<file path="src/rtl/bag_pkg.sv">
// Shared types for the burst address generator.
// Assumes: nothing beyond IEEE 1800-2017 packages.
package bag_pkg;

    // One action per clock edge; encoding order has no meaning outside the block.
    typedef enum logic [1:0] {
        OP_HOLD  = 2'd0,
        OP_STEP  = 2'd1,
        OP_LOAD  = 2'd2,
        OP_CLEAR = 2'd3
    } bag_op_e;

endpackage

</file>
<file path="src/rtl/bag_op_sel.sv">
// Priority selector: turns the three active-low controls into one action.
// Assumes: controls are stable around the rising edge; priority is
// clear > load > step > hold.
module bag_op_sel
    import bag_pkg::*;
(
    input  logic    clear_n,
    input  logic    strobe_n,
    input  logic    count_n,
    output bag_op_e op
);

    // Pick the highest-priority active control.
    always_comb begin
        if (!clear_n)       op = OP_CLEAR;
        else if (!strobe_n) op = OP_LOAD;
        else if (!count_n)  op = OP_STEP;
        else                op = OP_HOLD;
    end

endmodule

</file>
<file path="src/rtl/bag_next.sv">
// Next-address logic: computes the value the register takes at the next edge.
// Assumes: the step wraps modulo 2^AW by dropping the carry out.
module bag_next
    import bag_pkg::*;
#(
    parameter int AW = 16
) (
    input  bag_op_e       op,
    input  logic [AW-1:0] cur,
    input  logic [AW-1:0] ext,
    output logic [AW-1:0] nxt
);

    localparam logic [AW-1:0] ONE  = AW'(1);
    localparam logic [AW-1:0] ZERO = '0;

    logic [AW-1:0] stepped;

    // Incrementer; the carry out of the top bit is dropped, which gives the wrap.
    assign stepped = cur + ONE;

    // Choose the next address from the selected action.
    always_comb begin
        unique case (op)
            OP_CLEAR: nxt = ZERO;
            OP_LOAD:  nxt = ext;
            OP_STEP:  nxt = stepped;
            default:  nxt = cur;
        endcase
    end

endmodule

</file>
<file path="src/rtl/bag_addr_reg.sv">
// Address register with synchronous active-low reset.
// Assumes: rst_n is sampled on the rising edge like every other input.
module bag_addr_reg #(
    parameter int AW = 16
) (
    input  logic          clk,
    input  logic          rst_n,
    input  logic [AW-1:0] d,
    output logic [AW-1:0] q
);

    // Store the next address, or zero while reset is low.
    always_ff @(posedge clk) begin
        if (!rst_n) q <= '0;
        else        q <= d;
    end

endmodule

</file>
<file path="src/rtl/burst_addr_gen.sv">
// Per-port burst address generator: load, step, clear or hold on each edge.
// Assumes: one clock per port; the output feeds the decoder address register.
module burst_addr_gen
    import bag_pkg::*;
#(
    parameter int AW = 16
) (
    input  logic          clk,
    input  logic          rst_n,
    input  logic [AW-1:0] ext_addr,
    input  logic          strobe_n,
    input  logic          count_n,
    input  logic          clear_n,
    output logic [AW-1:0] addr_q
);

    bag_op_e       op;
    logic [AW-1:0] nxt;

    bag_op_sel u_sel (
        .clear_n  (clear_n),
        .strobe_n (strobe_n),
        .count_n  (count_n),
        .op       (op)
    );

    bag_next #(.AW(AW)) u_next (
        .op  (op),
        .cur (addr_q),
        .ext (ext_addr),
        .nxt (nxt)
    );

    bag_addr_reg #(.AW(AW)) u_reg (
        .clk   (clk),
        .rst_n (rst_n),
        .d     (nxt),
        .q     (addr_q)
    );

endmodule

</file>
<file path="config.mk">
export PLATFORM = sky130hd
export DESIGN_NAME = burst_addr_gen
export DESIGN_NICKNAME = d
export VERILOG_FILES = /design/src/rtl/bag_pkg.sv /design/src/rtl/bag_op_sel.sv /design/src/rtl/bag_next.sv /design/src/rtl/bag_addr_reg.sv /design/src/rtl/burst_addr_gen.sv
export SDC_FILE = /design/constraint.sdc
export NUM_CORES = 1
export LEC_CHECK = 0
export BUFFER_PORTS_ARGS = -buffer_cell sky130_fd_sc_hd__buf_2
export CAP_MARGIN = 20
export CORE_ASPECT_RATIO = 0.8
export CORE_MARGIN = 4
export CORE_UTILIZATION = 45
export CTS_CLUSTER_DIAMETER = 120
export CTS_CLUSTER_SIZE = 10
export DETAILED_ROUTE_END_ITERATION = 8
export PLACE_DENSITY = 0.73
export SETUP_SLACK_MARGIN = 0.2
export SYNTH_ARGS = -nofsm -noshare
export SYNTH_HDL_FRONTEND = slang
export SYNTH_SLANG_ARGS = --single-unit
</file>
<file path="constraint.sdc">
create_clock -name clk -period 3.5 [get_ports clk]
set_input_delay 0.525 -clock clk [delete_from_list [all_inputs] [get_ports clk]]
set_output_delay 0.525 -clock clk [all_outputs]
set_load 0.05 [all_outputs]
</file>
Word-level counts from Yosys, hierarchy flattened. Index checks and enable logic that the tools add are counted.

Register bits after elaboration: 16. Input port bits: 21. Output and inout bits: 16. Word-level logic and storage cells: 10.

Add/subtract/negate cells: 1. Equality and inequality tests: 3. Multiplexer cells: 4. Reductions and logical operators: 1.

Operators by type and width (count): one-hot mux 16 bit (3 select lines) (1); adder 16 x 1 -> 16 bit (second input constant) (1); == test 2 bit (second input constant) (2); 2-to-1 mux 2 bit (2); nonzero test 3 bit (1); == test 2 x 1 -> 1 bit (second input constant) (1); 2-to-1 mux 1 bit (1).

Longest topological paths before layout. Gate-level depths: netlist of run 1.

Depth after elaboration: 5. Mapped depth: 5. Gate-level depth less buffers: 5.

Cells and area by module. A second synthesis of run 1 with hierarchy kept.

Cells, all modules: 136. Area total of the unflattened synthesis: 1193.6 µm².

By module, submodules not included: bag_next (times used 1, cells an instance 100, area an instance 730.7 µm², sequential area each 0.0 µm²); bag_addr_reg (times used 1, cells an instance 33, area an instance 446.7 µm², sequential area each 320.3 µm²); bag_op_sel (times used 1, cells an instance 3, area an instance 16.3 µm², sequential area each 0.0 µm²).

Least setup slack after synthesis of run 1. OpenSTA, ideal clock, no wires.

Path kind: reg2reg. From: register u_reg.q[0]. To: register u_reg.q[8]. Data arrival time: 1.784 ns. Data required time: 3.421 ns. Slack: 1.637 ns. Cell stages (with the launch flop): 6. Path buffers: 0. Cell sequence: dfxtp_1 > ha_1 > nand4_2 > nor4b_2 > xnor2_1 > a211oi_2.

Cells in the longest elaborated chain, start to end: 2.

Ends and longest elaborated chain: start: declaration (RTL line bag_addr_reg.sv:9) `output logic [AW-1:0] q`; start signal: assignment (RTL line bag_addr_reg.sv:14) `if (!rst_n) q <= '0;`; start signal: assignment (RTL line bag_addr_reg.sv:15) `else q <= d;`; adder 16 x 1 -> 16 bit (RTL line bag_next.sv:20) `assign stepped = cur + ONE;`; one-hot mux 16 bit (3 select lines) (RTL line bag_next.sv:24) `unique case (op)`.

No other way between the ends. A chain may end at the register's enable or synchronous reset.

Worst setup path in the final report of run 1.
From: register u_reg.q[0]. To: register u_reg.q[12].

Same word-level chain as after synthesis.

==> results.py, run 1 <==
metrics = {
    "sta": {
        "post-route-min-period_ns": 1.68,
        "worstMarginPinSlew_ns": 0.674,
        "finalHoldViolCount": 0,
        "fin_tns_setup_ns": 0,
        "final.setup.worst_slack_ns": 1.82,
        "fin_skew_ns": 0.00799,
        "rsz0062_at_grt": "no",
        "timing.final.crit_share_pct": 47.9,
        "max_freq_mhz": 596,
        "relSlewSlack_pct": 54.9,
        "slew_violations": 0,
        "finalSetupViolations": 0,
    },
    "final_layout": {
        "n_antenna_cell": 0,
        "largestRegisters": "u_reg.q x16",
        "fillCellCount": 215,
        "drive_above_1_share_pct": 33.6,
        "fin_util_pct": 57.0,
        "fin_nets": 176,
        "syn_to_final_growth_pct": 19.0,
        "top_register": "u_reg.q",
        "largest_reg_flops": 16,
    },
    "synthesis": {
        "syn_avg_cell_area_um2": 8.69,
        "synth_nets": 143,
        "synth_edf_count": 0,
        "syn_area_mm2": 0.00105,
        "ys_ff_latch": 16,
        "synth_top_area_share_pct": 30.5,
        "yosys-top-cells-area": "dfxtp_1 (30%), xnor2_1 (6.7%), nand3b_1 (5.7%)",
        "async_flop_share_pct": 0,
        "yosysTopAreaCell": "dfxtp_1",
        "yosysUniqueCellTypes": 31,
        "ys_warn_count": 0,
        "synth_flop_cell": "dfxtp_1",
        "ys_seq_area_share_pct": 30.5,
        "yosysMostFrequentCell": "dfxtp_1",
        "synth_top_cells_by_count": "dfxtp_1 (16), nor2_1 (12), nand2_1 (9)",
        "syn-instance-count": 121,
    },
    "worst_setup_path": {
        "cp_max_fo": 6,
        "path_cells": "ha_1, nand4_2, nor3_1, mux2i_1, a211oi_1",
        "worstPathBufferInverterCount": 0,
        "required_ns": 3.64,
        "cpPeakStageDelay_ns": 0.44,
        "crit_path_start_kind": "flop",
        "crit_type": "flop to flop",
        "slowest_stage": "dfxtp_1",
        "critical_path.top_delay_family": "simple AND/OR/NAND/NOR gates",
        "endpoint_kind": "flop",
        "cp.arrival_ns": 1.82,
    },
    "clocking": {
        "postCtsHoldBufs": 0,
        "cts.clk_slew.worst_paths_ns": 0.08,
        "clock_sinks": 16,
        "clock-root-buffer": "clkbuf_4",
        "htree_levels": 1,
        "cts_buffer_depth": 2,
        "cts_buffers": 3,
        "cts_tree": "done",
        "postCtsSetupBuffers": 0,
        "cts_resized": 0,
        "clock_latency_ns": 0.29,
    },
    "global_route": {
        "grt_pass1_vias": 926,
        "gr-max-usage-layer": "met2",
        "grt_pass1_wl_um": 4090,
        "antenna_found_initial": 0,
        "use_met2_pct": 26.0,
        "met3_usage_pct": 4.55,
        "track_usage_pct": 16.9,
        "grt-ovfl-total": 0,
        "met1_usage_pct": 22.7,
        "grt_max_degree": 35,
    },
    "power_and_ir_drop": {
        "combPwrFrac_pct": 20.6,
        "clock_power_share_pct": 26.2,
        "powerDensity_mw_per_mm2": 297,
        "pwr-share-seq_pct": 53.2,
        "sw_frac_of_total_pct": 31.5,
        "power.switching_uw": 117,
        "finalPower_uw": 371,
        "p_int_uw": 254,
        "power.leakage_nw": 0.447,
        "vdd_ir_drop_max_v": 0.000232,
    },
    "floorplanning": {
        "start_util_pct": 47.9,
        "design.portCount": 37,
        "rows": 15,
        "fp.coreArea_mm2": 0.00220,
        "die-area_mm2": 0.00318,
        "die_y_um": 51.2,
        "die_width_um": 62.0,
    },
    "route": {
        "drt_wl_total_um": 2520,
        "ant_nets": 0,
        "vias": 1025,
        "wl_per_cell_um": 14.2,
        "firstDrtPassIters": 4,
        "drt_iter0_drc": 37,
        "drcViolationCount": 0,
        "via_per_inst": 5.79,
    },
    "placement": {
        "dp_hpwl_um": 1840,
        "port_buffers": 36,
        "preCtsSetupSlack_ns": 1.76,
        "gp_congestion": 0.832,
    },
    "hold_path": {
        "worstHoldPathType": "input pin to flop",
    },
    "outcome": {
        "status": "complete, no violations",
    },
    "flow_run": {
        "drv_cap": 0,
    },
}
per-stage QoR:
step / instances / cell area, µm² / hold slack, ns
2_1_floorplan: 121 / 1050 / 0.664
3_3_place_gp: 174 / 1230 / 0.577
3_5_place_dp: 174 / 1230 / 0.603
4_1_cts: 177 / 1250 / 0.473
5_1_grt: 177 / 1250 / 0.483
6_report: 177 / 1250 / 0.477
cell type report:
| type | count | area [µm²] | share of cell area (%) |
|---|---|---|---|
| multi-input cells | 95 | 689 | 55.1 |
| flip-flops and latches | 16 | 320 | 25.6 |
| repair buffers | 36 | 180 | 14.4 |
| well taps | 25 | 31.3 | 2.50 |
| clock buffers | 3 | 22.5 | 1.80 |
| inverters | 2 | 7.51 | 0.600 |
metal layers:
| metal | routed length [µm] | vias up |
|---|---|---|
| li1 | - | 512 |
| met5 | 0 | - |
| met4 | 19 | 0 |
| met1 | 1190 | 488 |
| met3 | 149 | 2 |
| met2 | 1160 | 23 |
kinds of logic after synthesis:
family          count (synthesis)  synth area share [%]
flops                          16                  30.5
simple gates                   54                  33.5
xor+xnor                        8                  6.67
buf+inv                        10                  3.93
compound gates                 27                  19.5
mux                             5                  4.76
fa+ha+maj                       1                  1.19
power groups by stage:
stage | combinational, mW | sequential [mW] | clock, mW
floorplan | 0.0339 | 0.220 | 0
global placement | 0.0744 | 0.201 | 0
detailed placement | 0.0762 | 0.202 | 0
CTS | 0.0764 | 0.197 | 0.101
global route | 0.0825 | 0.199 | 0.111
finish | 0.0765 | 0.197 | 0.0970
worst paths after layout:
path / slack (ns) / cells after the start / startpoint / to
max reg2reg: 1.82 / 5 / u_reg.q[0]$_SDFFE_PN0P_ / u_reg.q[12]$_SDFFE_PN0P_
min: 0.48 / 3 / ext_addr[0] / u_reg.q[0]$_SDFFE_PN0P_
min reg2reg: 0.62 / 2 / u_reg.q[5]$_SDFFE_PN0P_ / u_reg.q[5]$_SDFFE_PN0P_
max: 1.82 / 5 / u_reg.q[0]$_SDFFE_PN0P_ / u_reg.q[12]$_SDFFE_PN0P_
layout by cell type (no fill, tap or decap), drive strengths merged, types with 3 or more instances in the layout:
master / Yosys / layout
nor2: 12 / 12
buf: 3 / 36
mux2i: 5 / 5
nand2b: 6 / 6
nor4: 4 / 4
a21oi: 3 / 3
o21ai: 6 / 6
dfxtp: 16 / 16
nor3: 4 / 4
xnor2: 8 / 8
nand3b: 8 / 8
clkbuf: 5 / 3
nand4: 4 / 4
a211oi: 11 / 11
nand2: 9 / 9
tightest hold or removal path: cells and delay by family:
kind,cells,cell delay (ns)
buf+inv,1,0.08
simple gates,1,0.07
mux,1,0.05
Power figures use the tool's default switching activity.
==> run 2, diff against run 1 <==
==> constraint.sdc (replaced) <==
create_clock -name clk -period 1.7 [get_ports clk]
set_input_delay 0.255 -clock clk [delete_from_list [all_inputs] [get_ports clk]]
set_output_delay 0.255 -clock clk [all_outputs]
set_load 0.05 [all_outputs]
==> run 2 against run 1 <==
Against the previous run:
- non-clock buffer count grew 4
- sequential share of layout area up 0.091 points
- routed wire length rose by 9.8%
- count of clock-buffer cells in the layout grew 1
- total power increased by 110%
- critical path type unchanged
- highest routed layer unchanged
==> results.py, run 2 (synthesized netlist as in run 1, its figures left out) <==
metrics = {
    "clocking": {
        "clock-root-buffer": "clkbuf_4",
        "postCtsHoldBufs": 0,
        "cts_buffers": 3,
        "cts_buffer_depth": 2,
        "clock_sinks": 16,
        "htree_levels": 1,
        "cts_tree": "done",
        "cts.clk_slew.worst_paths_ns": 0.09,
        "clock_latency_ns": 0.29,
    },
    "floorplanning": {
        "die_y_um": 51.2,
        "design.portCount": 37,
        "start_util_pct": 47.9,
        "fp.coreArea_mm2": 0.00220,
        "die_width_um": 62.0,
        "die-area_mm2": 0.00318,
        "rows": 15,
    },
    "sta": {
        "relSlewSlack_pct": 67.4,
        "fin_skew_ns": 0.000782,
        "worstMarginPinSlew_ns": 0.489,
        "fin_tns_setup_ns": 0,
        "finalHoldViolCount": 0,
        "timing.final.crit_share_pct": 84.6,
        "post-route-min-period_ns": 1.44,
        "finalSetupViolations": 0,
        "max_freq_mhz": 696,
        "slew_violations": 0,
        "rsz0062_at_grt": "yes",
    },
    "worst_setup_path": {
        "required_ns": 1.86,
        "reg2reg_from": "u_reg.q[10]$_SDFFE_PN0P_",
        "crit_type": "flop to flop",
        "cpPeakStageDelay_ns": 0.39,
        "crit_path_start_kind": "flop",
        "cp_max_fo": 6,
        "endpoint_kind": "flop",
        "critical_path.top_delay_family": "simple AND/OR/NAND/NOR gates",
        "slowest_stage": "dfxtp_2",
        "worstSetupStartpoint": "u_reg.q[10]$_SDFFE_PN0P_",
        "path_cells": "nand3_1, nor4_2, mux2i_1, a211oi_2",
        "worstPathBufferInverterCount": 0,
        "cp.arrival_ns": 1.60,
    },
    "power_and_ir_drop": {
        "powerDensity_mw_per_mm2": 582,
        "vdd_ir_drop_max_v": 0.000587,
        "power.leakage_nw": 0.488,
    },
    "placement": {
        "port_buffers": 36,
        "placedCellCount": 177,
        "gp_congestion": 0.774,
        "dp_hpwl_um": 1920,
    },
    "hold_path": {
        "min_from": "ext_addr[0]",
        "worstHoldPathType": "input pin to flop",
    },
    "global_route": {
        "track_usage_pct": 18.4,
        "grt-ovfl-total": 0,
        "grt_max_degree": 29,
        "grt_pass1_vias": 982,
        "grt_pass1_wl_um": 4420,
        "antenna_found_initial": 0,
    },
    "route": {
        "via_per_inst": 5.76,
        "firstDrtPassIters": 4,
        "wl_per_cell_um": 15.2,
        "drt_wl_total_um": 2770,
        "drcViolationCount": 0,
        "vias": 1049,
        "ant_nets": 0,
        "drt_iter0_drc": 70,
    },
    "final_layout": {
        "largestRegisters": "u_reg.q x16",
        "fin_util_pct": 61.9,
        "final_cell_mix": "buf_2 (36), nor2_1 (12), dfxtp_2 (11), nand2_1 (9)",
        "n_antenna_cell": 0,
        "mostFrequentLayoutCell": "buf_2",
        "largest_reg_flops": 16,
        "drive_above_1_share_pct": 47.1,
        "top_register": "u_reg.q",
        "fin_nets": 180,
        "syn_to_final_growth_pct": 29.3,
        "final_cell_count_no_fill": 182,
    },
    "flow_run": {
        "drv_cap": 0,
    },
    "outcome": {
        "status": "complete, no violations",
    },
}
-- run 2: cell count changes in the layout (fill, tap and decap cells not counted), sizes merged --
cell,delta
buf,+4
clkbuf,+1
-- run 2: what timing repair did --
action                                  4_1_cts  5_1_grt
buffers inserted                              0        1
resized for setup                             3        5
endpoints found under the setup margin        4        7
pin swaps                                     1        2
-- run 2: final timing paths --
kind	endpoint	slack [ns]	cells past startpoint
worst max-delay path	u_reg.q[15]$_SDFFE_PN0P_	0.26	4
worst min-delay path	u_reg.q[0]$_SDFFE_PN0P_	0.19	3
worst max register to register	u_reg.q[15]$_SDFFE_PN0P_	0.26	4
worst min register to register	u_reg.q[5]$_SDFFE_PN0P_	0.56	2
-- run 2: routing by layer --
metal / routed length, µm / up-vias / GRT usage [%]
met4: 27 / 0 / 4.59
met3: 236 / 4 / 5.81
li1: - / 523 / -
met5: 0 / - / 0
met2: 1320 / 46 / 29.0
met1: 1180 / 476 / 24.0
-- run 2: layout make-up --
| cell class | count | area [µm²] |
|---|---|---|
| clock buffers | 4 | 26.3 |
| fillers | 202 | 837 |
| inverters | 2 | 7.51 |
| multi-input cells | 95 | 734 |
| flip-flops and latches | 16 | 349 |
| well taps | 25 | 31.3 |
| repair buffers | 40 | 210 |
-- run 2: stage by stage --
step                      hold slack [ns]  power [mW]  area [µm²]  setup WS (ns)
after detailed placement            0.490       0.577        1280          0.216
final                               0.191       0.791        1360          0.263
after global placement              0.485       0.573        1280          0.272
after floorplan                     0.387       0.524        1080          0.197
after global routing                0.178       0.842        1360          0.188
after CTS                           0.180       0.796        1330          0.184
-- run 2: tightest hold or removal path: stages --
cell	delay [ns]
buf_2	0.07
mux2i_1	0.05
nor2_1	0.07
-- run 2: power by group --
group	switching (mW)	total (mW)	leakage [nW]	internal, mW
combinational	0.107	0.169	0.335	0.0616
clock	0.123	0.215	0.0150	0.0912
sequential	0.0219	0.407	0.138	0.386
